==> src/rtl/page_boundary_pkg.sv <==
package page_boundary_pkg;
  localparam int unsigned ADDR_W  = 31;
  localparam int unsigned PSZ_W   = 5;
  localparam int unsigned N_CH    = 2;
  localparam int unsigned MIN_OFS = 7;
endpackage

==> src/rtl/page_mask_gen.sv <==
module page_mask_gen #(
  parameter int unsigned ADDR_W  = page_boundary_pkg::ADDR_W,
  parameter int unsigned PSZ_W   = page_boundary_pkg::PSZ_W,
  parameter int unsigned MIN_OFS = page_boundary_pkg::MIN_OFS
) (
  input  logic [PSZ_W-1:0]  psz_i,
  output logic [ADDR_W-1:0] mask_o
);
  localparam int unsigned MAX_OFS = ADDR_W - 1;

  int unsigned eff;

  always_comb begin
    if (int'(psz_i) < int'(MIN_OFS))      eff = MIN_OFS;
    else if (int'(psz_i) > int'(MAX_OFS)) eff = MAX_OFS;
    else                                  eff = int'(psz_i);
  end

  // page bits are those strictly above the offset
  for (genvar g = 0; g < ADDR_W; g++) begin : g_bit
    assign mask_o[g] = (g > eff);
  end

  always_comb begin
    assert (mask_o[MIN_OFS:0] == '0) else $error("p_min_page_r5 violated");
  end

endmodule

==> src/rtl/page_channel_tracker.sv <==
module page_channel_tracker #(
  parameter int unsigned ADDR_W = page_boundary_pkg::ADDR_W,
  parameter int unsigned PSZ_W  = page_boundary_pkg::PSZ_W
) (
  input  logic              clk_i,
  input  logic              rst_ni,
  input  logic              start_i,
  input  logic [ADDR_W-1:0] addr_i,
  input  logic [PSZ_W-1:0]  psz_i,
  input  logic [ADDR_W-1:0] mask_i,
  output logic              insert_o,
  output logic              page_n_o
);
  logic [ADDR_W-1:0] last_q;
  logic [PSZ_W-1:0]  psz_q;
  logic              valid_q;
  logic              change;

  assign change = !valid_q || (psz_i != psz_q) || (|((addr_i ^ last_q) & mask_i));

  always_ff @(posedge clk_i or negedge rst_ni) begin
    if (!rst_ni) begin
      last_q   <= '0;
      psz_q    <= '0;
      valid_q  <= 1'b0;
      insert_o <= 1'b0;
      page_n_o <= 1'b1;
    end else begin
      insert_o <= start_i & change;
      if (start_i) begin
        last_q   <= addr_i;
        psz_q    <= psz_i;
        valid_q  <= 1'b1;
        page_n_o <= change;
      end
    end
  end

  p_idle_no_insert_r7: assert property (@(posedge clk_i) disable iff (!rst_ni)
    !start_i |=> !insert_o);
  p_idle_hold_page_r7: assert property (@(posedge clk_i) disable iff (!rst_ni)
    !start_i |=> $stable(page_n_o));
  p_insert_page_high_r4: assert property (@(posedge clk_i) disable iff (!rst_ni)
    insert_o |-> page_n_o);
  p_first_access_r2: assert property (@(posedge clk_i) disable iff (!rst_ni)
    start_i && !valid_q |=> insert_o);
  p_repeat_same_r3: assert property (@(posedge clk_i) disable iff (!rst_ni)
    start_i && valid_q && psz_i == psz_q && addr_i == last_q |=> !insert_o && !page_n_o);
  p_psz_change_r9: assert property (@(posedge clk_i) disable iff (!rst_ni)
    start_i && valid_q && psz_i != psz_q |=> insert_o);

endmodule

==> src/rtl/page_boundary_detector.sv <==
module page_boundary_detector #(
  parameter int unsigned ADDR_W  = page_boundary_pkg::ADDR_W,
  parameter int unsigned PSZ_W   = page_boundary_pkg::PSZ_W,
  parameter int unsigned N_CH    = page_boundary_pkg::N_CH,
  parameter int unsigned MIN_OFS = page_boundary_pkg::MIN_OFS
) (
  input  logic                       clk_i,
  input  logic                       rst_ni,
  input  logic [N_CH-1:0]            start_i,
  input  logic [ADDR_W-1:0]          addr_i,
  input  logic [N_CH-1:0][PSZ_W-1:0] psz_i,
  output logic [N_CH-1:0]            insert_o,
  output logic [N_CH-1:0]            page_n_o
);

  for (genvar c = 0; c < N_CH; c++) begin : g_ch
    logic [ADDR_W-1:0] mask;

    page_mask_gen #(
      .ADDR_W (ADDR_W),
      .PSZ_W  (PSZ_W),
      .MIN_OFS(MIN_OFS)
    ) u_mask (
      .psz_i (psz_i[c]),
      .mask_o(mask)
    );

    page_channel_tracker #(
      .ADDR_W(ADDR_W),
      .PSZ_W (PSZ_W)
    ) u_trk (
      .clk_i   (clk_i),
      .rst_ni  (rst_ni),
      .start_i (start_i[c]),
      .addr_i  (addr_i),
      .psz_i   (psz_i[c]),
      .mask_i  (mask),
      .insert_o(insert_o[c]),
      .page_n_o(page_n_o[c])
    );
  end

  p_reset_idle_r1: assert property (@(posedge clk_i) disable iff (!rst_ni)
    $rose(rst_ni) |-> insert_o == '0 && page_n_o == '1);

endmodule

==> config.mk <==
export PLATFORM = sky130hd
export DESIGN_NAME = page_boundary_detector
export DESIGN_NICKNAME = d
export VERILOG_FILES = /design/src/rtl/page_boundary_pkg.sv /design/src/rtl/page_mask_gen.sv /design/src/rtl/page_channel_tracker.sv /design/src/rtl/page_boundary_detector.sv
export SDC_FILE = /design/constraint.sdc
export NUM_CORES = 1
export LEC_CHECK = 0
export BUFFER_PORTS_ARGS = -buffer_cell sky130_fd_sc_hd__buf_2
export CORE_MARGIN = 2
export CORE_UTILIZATION = 63
export CTS_CLUSTER_SIZE = 16
export DETAILED_ROUTE_END_ITERATION = 10
export PLACE_DENSITY = 0.95
export SLEW_MARGIN = 20
export SYNTH_ARGS = -nofsm -noshare
export SYNTH_HDL_FRONTEND = slang
export SYNTH_HIERARCHICAL = 1
export SYNTH_SLANG_ARGS = --single-unit
==> constraint.sdc <==
create_clock -name clk_i -period 4 [get_ports clk_i]
set_input_delay 0 -clock clk_i [delete_from_list [all_inputs] [get_ports clk_i]]
set_output_delay 0 -clock clk_i [all_outputs]
set_load 0.03 [all_outputs]
==> results of run 1 <==
cells in the final DEF (no fill, tap or decap), drive strengths merged, types with 4 or more instances in the layout:
cell type	n
dfrtp	76
and2	4
a31oi	10
a21oi	10
nor2	6
nand2	14
dlygate4sd3	34
buf	48
a22oi	30
mux2	72
xor2	62
o21ai	6
inv	4
xnor2	10
nand4	12
clkbuf	11
conb	16
or2	6
worst paths after layout:
| check | from | to | slack (ns) | cells past startpoint |
|---|---|---|---|---|
| setup reg to reg | g_ch[0].u_trk/last_q[30]$_DFFE_PN0P_ | g_ch[0].u_trk/insert_o$_DFF_PN0_ | 2.49 | 5 |
| max in group asynchronous | rst_ni | g_ch[1].u_trk/last_q[11]$_DFFE_PN0P_ | 3.01 | 2 |
| hold / removal | psz_i[5] | g_ch[1].u_trk/psz_q[0]$_DFFE_PN0P_ | 0.04 | 2 |
| hold reg to reg | g_ch[0].u_trk/valid_q$_DFFE_PN0P_ | g_ch[0].u_trk/valid_q$_DFFE_PN0P_ | 0.49 | 1 |
| min in group asynchronous | rst_ni | g_ch[0].u_trk/last_q[10]$_DFFE_PN0P_ | 0.31 | 2 |
| setup / recovery | psz_i[1] | g_ch[0].u_trk/insert_o$_DFF_PN0_ | 2.32 | 8 |
what timing repair did:
item	4_1_cts	5_1_grt
hold buffers	34	0
setup buffers	0	0
hold endpoints to repair	140	0
area by class of cell:
class | instances | area (um2)
Sequential cell | 78 | 1950
Fill cell | 445 | 1650
Tap cell | 96 | 120
Inverter | 4 | 15.0
Multi-Input combinational cell | 272 | 2230
Clock inverter | 4 | 95.1
Clock buffer | 11 | 141
Timing Repair Buffer | 82 | 583
logic make-up (layout without fill, tap and decap cells):
family,after synthesis,after routing,share of synthesized area
flops,78,78,0.444
xor+xnor,72,72,0.143
mux,72,72,0.184
compound gates,64,64,0.104
simple gates,48,48,0.0626
buf+inv,38,101,0.0597
other cells,2,16,0.00171
stage by stage:
step / cell area, um2 / total power [mW]
4_1_cts: 5140 / 2.00
6_report: 5140 / 2.00
2_1_floorplan: 4450 / 1.16
3_3_place_gp: 4570 / 1.25
3_5_place_dp: 4570 / 1.27
5_1_grt: 5140 / 2.09
flip-flops by register name, summed over array words and instances, names as in the netlist:
name	flops
g_ch.u_trk/last_q	62
g_ch.u_trk/valid_q	2
g_ch.u_trk/insert_o	2
g_ch.u_trk/page_n_o	2
g_ch.u_trk/psz_q	10
power by group through the flow:
stage	clock [mW]	sequential [mW]	combinational, mW
6_report	0.707	0.914	0.382
3_5_place_dp	0	0.928	0.344
5_1_grt	0.757	0.920	0.416
4_1_cts	0.716	0.913	0.375
3_3_place_gp	0	0.920	0.326
2_1_floorplan	0	0.917	0.246
routing by layer:
metal,vias up,track usage,wire length (um)
met5,-,0,0
met4,0,0.119,333
met3,33,0.0858,565
met2,118,0.462,4900
met1,1548,0.338,4050
li1,1446,-,-
==> results.txt, run 1 <==
The run finished with clean final reports. The worst setup path is of the input pin to flop kind. In the final routed layout, each cell accounts on average for 18.0 um. The number of nets in the layout is 492, and the share of the cycle needed by the critical path after routing is 0.419. Synthesis instantiated 31 different standard cells from the library. The portion of synthesized cell area occupied by the leading cell type was 0.432; the worst setup slack after layout was 2.32 ns. The count of buffer and inverter cells on the critical path is 2, and the starting DRC count in detailed routing is 172. The ratio of cells with drive above 1 in the final layout was 0.244. For the sequential fraction of the synthesis area, the log shows 0.444. The signal on the critical path passes through dlygate4sd3_1 > buf_2 > and2_1 > o21ai_0 > a22oi_2 > nand4_1 > nor4_2 > a21boi_1. STA classifies the critical path endpoint as a flop.

The signed area change from the synthesized netlist to the final layout works out to 16.9%. The first detailed-routing pass took 5 iterations. The number of enable flip-flop cells after synthesis is 0, and the sequential share of power is 0.456.

Entering global routing, the biggest net connects 79 pins. The final layout contains routed wiring with a total length of 9850 um. The number of non-filler instances in the completed layout was 547; the share of synthesized flip-flops with an asynchronous set or reset was 1.00. At the pin with the least slew margin, the transition time is 0.991 ns. After legalization and detailed placement, the total HPWL measured 6570 um. Synthesis produced a netlist whose cell count is 374. The initial antenna violation count is 0, and the via density per instance is 5.75. The logs give 0 for the number of antenna repair diodes and 0.191 for the combinational power share.

The chip height was 87.6 um; the overall die area was 7670 um2. Buffers inserted during clock tree synthesis total 9. At the worst endpoint, the required time is 4.23 ns. The later pin in the worst-skew pair is clocked with a latency of 0.37 ns. The overall track demand over capacity in global routing is 0.279. Before CTS, the worst setup slack after placement is 2.39 ns. The number of levels the H-tree was split into is 3. The largest individual stage delay along the critical path comes from the cell dlygate4sd3_1.

In this run the worst hold path is classified as input pin to flop. The cell area after technology mapping was 4400 um2. Flip-flop cell with the highest count after synthesis: dfrtp_1. In this run the deepest clock path goes through 2 buffers. The logs give 0.0449 ns for the final-layout worst hold slack and 0 for the number of setup violations in the final report. TritonCTS built the clock tree.

Once placement completed, the tool counted placed cells totaling 498. The initialized floorplan defines 30 standard-cell rows. Pin placement for this block handled 49 I/O pins.

After clock tree synthesis, the clock-pin slew on the worst setup and hold paths is 0.07 ns. The number of gates resized after CTS was 0. In this run the tool buffered the top-level ports with 48 buffer cells.

The count of final hold-check violations is 0, and the cell-internal power is 1.47 mW. The tools report the starting utilization of the core area as 0.648. The root buffer cell chosen for the clock tree is clkbuf_8. The maximum ir drop on the vdd rail is 0.256 mV. Setup repair after global routing left no endpoint under its margin. The delay of the slowest critical-path stage is 0.52 ns.

The clock sink count is 78, and the summed negative setup slack over all endpoints is 0 ns. In the post-synthesis netlist, the cell with the most instances is dfrtp_1. The total overflow reported by the global router came out at 0. The number of global-route vias before repair is 3253.

For the share of total power in the clock network, the log shows 0.353. After synthesis, the most frequently instantiated cells are dfrtp_1, xor2_1, mux2_1, mux2_2, a22oi_1. Cell family with the largest share of critical-path delay: simple AND/OR/NAND/NOR gates.

The tools report the worst slew margin relative to its limit as 0.339. The count of state elements after synthesis is 78. The final design utilization is 0.757. For this run, design rule violations remaining after detail routing come to 0. The tools report the final-report max-slew violation count as 0.

Averaged over all synthesized cells, the footprint is 11.8 um2. The number of routed nets with antenna violations is 0, and the net load switching power is 529 uW. The region available for standard cell placement spans 6790 um2. STA classifies the critical path startpoint as an input pin. Data on the critical path arrives at its endpoint at 1.91 ns. The final route contains 3145 vias. Ranked by total cell area, the synthesized netlist is headed by dfrtp_1, xor2_1, mux2_1. The maximum net fanout on the critical path is 8. Switching power as a share of total power: 0.264. The timing-limited maximum frequency is 596 MHz, and the horizontal extent of the die is 87.6 um.

At the end of routability-driven placement, the weighted congestion stood at 0.858. The tools report the count of yosys warnings during synthesis as 6. The first global-routing pass estimated 15800 um of wire.

On the final layout, the worst clock skew is 0.0128 ns. The biggest area contributor in the post-synthesis netlist is dfrtp_1. The clock period could shrink to 1.68 ns. For this design the ratio of total power to cell area is 389 nW/um2. The tool flagged a number of max-cap violations equal to 0.

The reported leakage power was 2.22 nW.
Note: power is estimated with default switching activity, not from simulation.
==> run 2: changes to the inputs <==
- CORE_UTILIZATION: 63 -> 59
- PLACE_DENSITY: 0.95 -> 0.9
- clock period: 4 -> 1.6 ns (I/O delays scaled with it)
==> run 2 against run 1 <==
Design area grew 1.5%. Power up 130%. Highest routed layer unchanged. Non-clock buffer count increased by 9. Clock-buffer cell count fell by 2. Sequential power grew 150%. Combinational power grew to 2.6 times the previous value. Final cell count grew 2.4%.
==> results.txt, run 2 (synthesis gave the netlist of run 1 again) <==
The startpoint identified for the worst hold timing path is psz_i[4]. The final design utilization is 0.720 (-0.0374). The final setup skew was 0.00630 ns (-0.00646 ns). The run gives 0 (unchanged) as the total overflow reported by the global router. The worst reg2reg path depth was 5 (unchanged); the actual slew at the worst max-slew pin was 0.568 ns (-0.423 ns). The number of flip-flops in the largest register works out to 62 (unchanged). In this run the critical register-to-register path is launched from g_ch[0].u_trk/last_q[27]$_DFFE_PN0P_.

The tools report the maximum ir drop on the vdd rail as 0.623 mV (+140%). The clock latency reported for the late side of the worst-skew pair was 0.34 ns (-0.03 ns). The global placement routability congestion is 0.862 (+0.40%), and the largest net degree at the start of global routing is 43 (-46%). The register with the highest flop count was g_ch.u_trk/last_q.

The number of setup violations in the final report came out at 0 (unchanged). Leaving out fill and tap cells, the most frequent cell in the layout is dfrtp_1. The run gives 0.253 (-0.0255) as the overall track demand over capacity in global routing.

The count of buffer and inverter cells on the critical path was 0 (-2). Among cell families on the critical path, the largest total delay comes from simple AND/OR/NAND/NOR gates. The reported leakage power came out at 2.25 nW (+1.4%).

The first-pass GRT wire length is 16300 um (+3.0%). The logs give 3102 (-1.4%) for the number of vias in the routed layout and 676 MHz for the timing-limited maximum frequency. For this design, the slowest cell found on the critical path is dfrtp_1. The logs give 8160 um2 (+6.5%) for the overall die area and 0 (unchanged) for the count of final hold-check violations. The wire length per cell after detailed routing was 17.3 um (-3.9%). The arrival time at the worst endpoint is 1.71 ns (-0.20 ns), and the horizontal extent of the die is 90.4 um (+3.2%). The run gives 0.12 ns (-2.37 ns) as the worst reg-to-reg setup slack.

The detailed-route wire length came out at 9690 um (-1.6%). The placed wire-length estimate after detailed placement came out at 6660 um (+1.4%). The cell at the root of the clock tree was clkbuf_8.

The starting DRC count in detailed routing came out at 223 (+30%). The initial antenna violation count is 0 (unchanged). The logs give 0 (unchanged) for the final-report max-slew violation count and 31 (+3.3%) for the site row count. TritonCTS built the clock tree. The share of the cycle needed by the critical path after routing came out at 0.925. The logs give 1.83 ns (-2.40 ns) for the data required time at the worst endpoint and 0 (unchanged) for the count of max-cap constraint violations. The sink of the worst hold path is g_ch[0].u_trk/psz_q[4]$_DFFE_PN0P_.

For the area used by sequential logic in the layout, the log shows 1950 um2 (unchanged). For the number of clock buffers inserted by TritonCTS, the log shows 9 (unchanged). The signed area change from the synthesized netlist to the final layout was 18.7%. The number of buffers inserted by post-CTS setup repair is 0 (unchanged), and the chip height is 90.4 um (+3.2%).

The flow ran to the end, and the final reports show no timing, DRC or antenna violations. The power per cell area is 871 nW/um2 (+120%). The run gives 3 (unchanged) as the number of levels the H-tree was split into.

The run gives 49 (unchanged) as the I/O pin count. By startpoint and endpoint, the worst setup path is classified as flop to flop. The cell count of the worst hold path works out to 2 (unchanged). The run gives 0 (unchanged) as the number of antenna repair diodes. In the layout the commonest cells are dfrtp_1, xor2_1, buf_2. Walking the worst path, the cells encountered are xor2_2 > a22oi_2 > nand4_1 > nor4_4 > a21boi_1. For the number of filler cells placed in the layout, the log shows 519 (+17%). The clock sink count is 78 (unchanged), and the area of the multi-input gates is 2260 um2 (+1.1%). The via density per instance was 5.54 (-3.7%); the maximum net fanout on the critical path was 2 (-6).

The path class of the tightest hold or removal check is input pin to flop. For the residual DRC count, the log shows 0 (unchanged). For the worst slew margin relative to its limit, the log shows 0.621 (+0.282). The ratio of cells with drive above 1 in the final layout is 0.271 (+0.0272), and the maximum buffer depth of the clock tree is 2 (unchanged). The tools report the number of placed instances, taps included as 510 (+2.4%). The count of port buffers added during placement is 48 (unchanged). The tools report the capture point of the worst reg-to-reg path as g_ch[0].u_trk/insert_o$_DFF_PN0_. The core region area is 7250 um2 (+6.8%). The delay of the slowest critical-path stage was 0.42 ns (-0.10 ns).

Number of global-route vias before repair: 3421 (+5.2%). The tools report the category of the worst setup path launch point as a flop. The smallest clock period supported by the final layout is computed as 1.48 ns.

The critical path launch point was g_ch[0].u_trk/last_q[27]$_DFFE_PN0P_. The run gives 0.607 (-0.0410) as the starting utilization of the core area. The number of non-filler instances in the completed layout was 560 (+2.4%); the length of the first detailed-routing pass in iterations was 4 (-1). The clock-pin slew on the worst setup and hold paths is 0.08 ns (about the same). Endpoint type of the worst setup path: a flop. The number of nets in the layout came out at 501 (+1.8%). The tools report the number of routed nets with antenna violations as 0 (unchanged). The largest registers in the layout are g_ch.u_trk/last_q (62), g_ch.u_trk/psz_q (10).
run 2: cell type report:
type | instances | area share
repair buffers | 91 | 0.133
inverters | 4 | 0.00288
flip-flops and latches | 78 | 0.374
multi-input cells | 272 | 0.433
clock buffers | 9 | 0.0237
well taps | 99 | 0.0237
clock inverters | 7 | 0.00935
run 2: worst max-delay path by stage:
| stage | slack (ns) | depth (start not counted) | to |
|---|---|---|---|
| floorplan | 0.31 | 5 | g_ch[0].u_trk/insert_o$_DFF_PN0_ |
| global placement | 0.19 | 7 | g_ch[1].u_trk/insert_o$_DFF_PN0_ |
| CTS | 0.01 | 8 | g_ch[0].u_trk/insert_o$_DFF_PN0_ |
| global route | -0.005 | 5 | g_ch[0].u_trk/insert_o$_DFF_PN0_ |
| detailed placement | 0.12 | 7 | g_ch[0].u_trk/insert_o$_DFF_PN0_ |
| finish | 0.12 | 5 | g_ch[0].u_trk/insert_o$_DFF_PN0_ |
run 2: per-stage QoR:
| step | setup TNS (ns) | hold slack, ns | cell area [um2] | total power [mW] | worst slack (ns) |
|---|---|---|---|---|---|
| 6_report | 0 | 0.0302 | 5220 | 4.54 | 0.120 |
| 5_1_grt | -0.00549 | 0.0286 | 5220 | 4.77 | -0.00549 |
| 4_1_cts | 0 | 0.00462 | 5190 | 4.56 | 0.0107 |
| 3_5_place_dp | 0 | 0.0237 | 4680 | 3.21 | 0.117 |
| 3_3_place_gp | 0 | 0.0179 | 4680 | 3.15 | 0.188 |
| 2_1_floorplan | 0 | -0.296 | 4450 | 2.91 | 0.310 |
run 2: where the power goes:
group / switching [mW] / internal, mW / total (mW)
sequential: 0.126 / 2.16 / 2.28
combinational: 0.495 / 0.486 / 0.981
clock: 0.720 / 0.561 / 1.28
run 2: what timing repair did:
| action | in CTS | in global routing |
|---|---|---|
| hold buffers | 34 | 0 |
| hold endpoints to repair | 104 | 0 |
| setup endpoints to repair | 0 | 4 |
| resized for setup | 0 | 8 |
run 2: per-layer routing:
layer | up-vias | GRT usage | wire length [um] | share of wire
met2 | 88 | 0.463 | 5190 | 0.54
met5 | - | 0 | 0 | 0
li1 | 1457 | - | - | -
met4 | 0 | 0.0846 | 182 | 0.019
met3 | 18 | 0.0467 | 325 | 0.034
met1 | 1539 | 0.300 | 3990 | 0.41
==> run 3: changes to the inputs <==
- ABC_AREA: unset -> 1
- CORE_UTILIZATION: 59 -> 60
- PLACE_DENSITY: 0.9 -> 0.91
- SLEW_MARGIN: 20 -> 0
==> run 3 against run 2 <==
Clock power rose by 31%. Critical endpoint is now g_ch[1].u_trk/insert_o$_DFF_PN0_. Synthesized cell count rose by 100%. Worst setup slack got worse by 0.051 ns. Core utilization fell by 0.29 points.
==> results.txt, run 3 <==
For the starting DRC count in detailed routing, the log shows 335 (+50%). The residual DRC count is 0 (unchanged). The logs give 0 (unchanged) for the number of setup violations in the final report and 4487 (+31%) for the number of global-route vias before repair. The run gives 0.936 (+8.6%) as the global placement routability congestion. The delay of the slowest critical-path stage was 0.52 ns (+0.10 ns). In the synthesized netlist the dominant register cell turns out to be dfrtp_1.

For the largest net degree at the start of global routing, the log shows 36 (-16%). The tools report the final-layout worst hold slack as 0.0179 ns (-0.0124 ns). Ranked by instance count, the synthesized netlist is headed by nand2_1, inv_1, dfrtp_1, nand3_1, o21ai_0.

The count of yosys warnings during synthesis was 6 (unchanged). Wire length per cell after detailed routing: 12.7 um (-27%). TritonCTS built the clock tree.

Relative to the synthesized area, the layout overhead comes to 17.7%. The cell with the most instances after synthesis was nand2_1. The most numerous cell type found on the critical path is nand2_1.

The tools report the sink of the worst hold path as g_ch[0].u_trk/psz_q[0]$_DFFE_PN0P_. The detailed-route wire length was 11900 um (+23%). The critical path goes through dlygate4sd3_1 > buf_2 > inv_2 > nor2_1 > o21ai_1 > nand3_1 > nand2_1 > nor2_1 > nand2_1 > nor2_1 > nand2_1 > nand2_1 > inv_1. The number of enable flip-flop cells after synthesis is 0 (unchanged). Overall track demand over capacity in global routing: 0.284 (+0.0311).

The tools report the beginning of the worst hold path as psz_i[0]. The maximum ir drop on the vdd rail came out at 0.751 mV (+21%). The library cells used most frequently in the layout, excluding fill and tap cells, are nand2_1, inv_1, dfrtp_1. The synthesized instance count was 752 (+100%); the worst reg-to-reg setup slack was 0.22 ns (+0.10 ns). Count of max-cap constraint violations: 0 (unchanged). The cell at the root of the clock tree was clkbuf_8. The core region area was 8090 um2 (+12%). STA classifies the critical path startpoint as an input pin. Arrival time at the worst endpoint: 1.78 ns (+0.07 ns). The share of the cycle needed by the critical path after routing is 0.957 (+0.0319). The worst min-delay path category was input pin to flop. The run gives 3.49 mW (+9.1%) as the cell-internal power. The portion of synthesized cell area occupied by the leading cell type was 0.386 (-0.0465); the mean post-synth cell area was 6.56 um2 (-44%). The final design utilization was 0.717 (-0.00292). The initial antenna violation count is 0 (unchanged). The overall die area came out at 8960 um2 (+9.7%).

The register with the highest flop count was g_ch.u_trk/last_q. The run gives 653 MHz (-3.3%) as the timing-limited maximum frequency. Leaving out fill and tap cells, the most frequent cell in the layout is nand2_1. The clock latency reported for the late side of the worst-skew pair is 0.36 ns (+0.02 ns), and the data required time at the worst endpoint is 1.85 ns (+0.02 ns).

The worst setup path is captured at a flop. For the placed wire-length estimate after detailed placement, the log shows 8400 um (+26%). The cell count of the worst hold path works out to 3 (+1). Cell family with the largest share of critical-path delay: buffers and inverters.

The count of port buffers added during placement was 48 (unchanged); the net load switching power was 1.44 mW (+7.6%). The share of synthesized flip-flops with an asynchronous set or reset is 1.00 (unchanged), and the clock-pin slew on the worst setup and hold paths is 0.08 ns (about the same). After synthesis, the cell types taking the most area are dfrtp_1, nand2_1, nand3_1.

The length of the first detailed-routing pass in iterations came out at 5 (+1). The number of flip-flops in the largest register works out to 62 (unchanged). Slowest stage cell on the critical path: dlygate4sd3_1. Number of distinct standard cells referenced by the synthesized netlist: 26 (-16%).

The number of filler cells placed in the layout was 648 (+25%); the I/O pin count was 49 (unchanged). The worst reg2reg path depth is 9 (+4). The count of buffer and inverter cells on the critical path was 4 (+4).

The worst setup path category is input pin to flop. For the total power of the final layout, the log shows 4.94 mW (+8.6%). The starting utilization of the core area was 0.609 (+0.00263). The number of levels the H-tree was split into came out at 3 (unchanged).

The logs give 2 (unchanged) for the maximum buffer depth of the clock tree and 0 (unchanged) for the number of routed nets with antenna violations. The horizontal extent of the die was 94.6 um (+4.8%); the clock sink count was 78 (unchanged). Actual slew at the worst max-slew pin: 0.641 ns (+0.0736 ns). The power per cell area is 851 nW/um2 (-2.2%), and the cell area after technology mapping is 4930 um2 (+12%). The logs give 9 (unchanged) for the number of clock buffers inserted by TritonCTS and 0.340 (+0.058) for the share of total power in the clock network.

The count of final hold-check violations is 0 (unchanged). Chip height: 94.6 um (+4.8%). The via density per instance came out at 5.01 (-9.5%). The number of vias in the routed layout is 4712 (+52%). Maximum net fanout on the critical path: 9 (+7). The tools report the number of antenna repair diodes as 0 (unchanged). The sequential fraction of the synthesis area came out at 0.396 (-0.0478). The run gives 0 (unchanged) as the final-report max-slew violation count.

The final setup skew was 0.0125 ns (+0.00616 ns). The worst register-to-register path ends at g_ch[1].u_trk/insert_o$_DFF_PN0_. The count of state elements after synthesis came out at 78 (unchanged). The post-route minimum period was 1.53 ns (+0.0510 ns). For the reported leakage power, the log shows 3.21 nW (+43%). The setup slack after placement came out at 0.163 ns (+0.0465 ns). The ratio of cells with drive above 1 in the final layout is 0.116 (-0.155). The logs give 0.205 (-0.011) for the combinational power share and 1950 um2 (unchanged) for the area used by sequential logic in the layout.

Origin of the critical flop-to-flop path: g_ch[1].u_trk/last_q[21]$_DFFE_PN0P_. The switching power as a share of total power is 0.292 (-0.00284), and the number of nets in the layout is 875 (+75%). The area of the multi-input gates came out at 2470 um2 (+9.4%). The largest registers in the layout are g_ch.u_trk/last_q (62), g_ch.u_trk/psz_q (10). The largest area contributor in the netlist was dfrtp_1. The sequential share of power is 0.455 (-0.047), and the worst slew margin relative to its limit is 0.572 (-0.0495).

The tools report the total overflow reported by the global router as 0 (unchanged). The flow ran to the end, and the final reports show no timing, DRC or antenna violations. For the site row count, the log shows 33 (+6.5%). The tools report the first-pass GRT wire length as 20000 um (+23%).

The worst setup slack after layout was 0.0688 ns (-0.0510 ns).
-- run 3: power groups by stage --
stage / sequential (mW) / combinational, mW / clock, mW
finish: 2.25 / 1.01 / 1.68
global placement: 2.27 / 0.879 / 0
CTS: 2.24 / 0.987 / 1.70
floorplan: 2.27 / 0.632 / 0
detailed placement: 2.28 / 0.915 / 0
global route: 2.27 / 1.16 / 1.81
-- run 3: final cells by class --
class                           instances  share of cell area
Timing Repair Buffer                   91               0.116
Clock buffer                           12              0.0267
Sequential cell                        78               0.337
Clock inverter                          4              0.0121
Inverter                               92              0.0595
Tap cell                              105              0.0226
Multi-Input combinational cell        558               0.426
-- run 3: metal layers --
layer,vias up,share of wire,global-route usage
met3,33,0.063,0.0591
li1,2433,-,-
met4,0,0.031,0.123
met1,2093,0.44,0.368
met2,153,0.47,0.462
met5,-,0,0
-- run 3: repair_timing --
item                                    in CTS  in global routing
buffers inserted                             0                  0
gates resized for setup                      0                  6
endpoints found under the hold margin      126                  1
hold buffers                                35                  1
endpoints found under the setup margin       0                  2
-- run 3: cell families (layout without fill, tap and decap cells) --
logic type	count (synthesis)	after routing	synth area share
AO/OA/AOI/OAI	58	58	0.0645
buffers and inverters	130	199	0.115
flip-flops	78	78	0.396
XOR/XNOR	4	4	0.00711
AND/OR/NAND/NOR	480	480	0.416
other	2	16	0.00152
-- run 3: worst max-delay path by stage --
stage                     startpoint                            endpoint  depth (start not counted)
after floorplan             psz_i[3]    g_ch[0].u_trk/insert_o$_DFF_PN0_                         15
after global placement      psz_i[4]    g_ch[0].u_trk/insert_o$_DFF_PN0_                         12
after detailed placement    psz_i[4]    g_ch[0].u_trk/insert_o$_DFF_PN0_                         12
after CTS                   psz_i[7]  g_ch[1].u_trk/page_n_o$_DFFE_PN1P_                         16
after global routing        psz_i[6]    g_ch[1].u_trk/insert_o$_DFF_PN0_                         14
final                       psz_i[5]    g_ch[1].u_trk/insert_o$_DFF_PN0_                         13
-- run 3: worst register-to-register path, cell delays in order, from the launching register on --
cell     delay, ns
dfrtp_1       0.42
or2_1         0.25
nand3_2       0.06
nand2_1       0.06
nor2_1        0.15
nand2_1       0.07
nor2_1        0.10
nand2_1       0.06
nand2_1       0.06
inv_1         0.04
-- run 3: metrics by stage --
stage	std cells	setup TNS [ns]	instance area (um2)
after floorplan	766	0	4980
after global placement	888	0	5200
after detailed placement	888	0	5200
after CTS	939	0	5780
after global routing	940	-0.00353	5800
final	940	0	5800
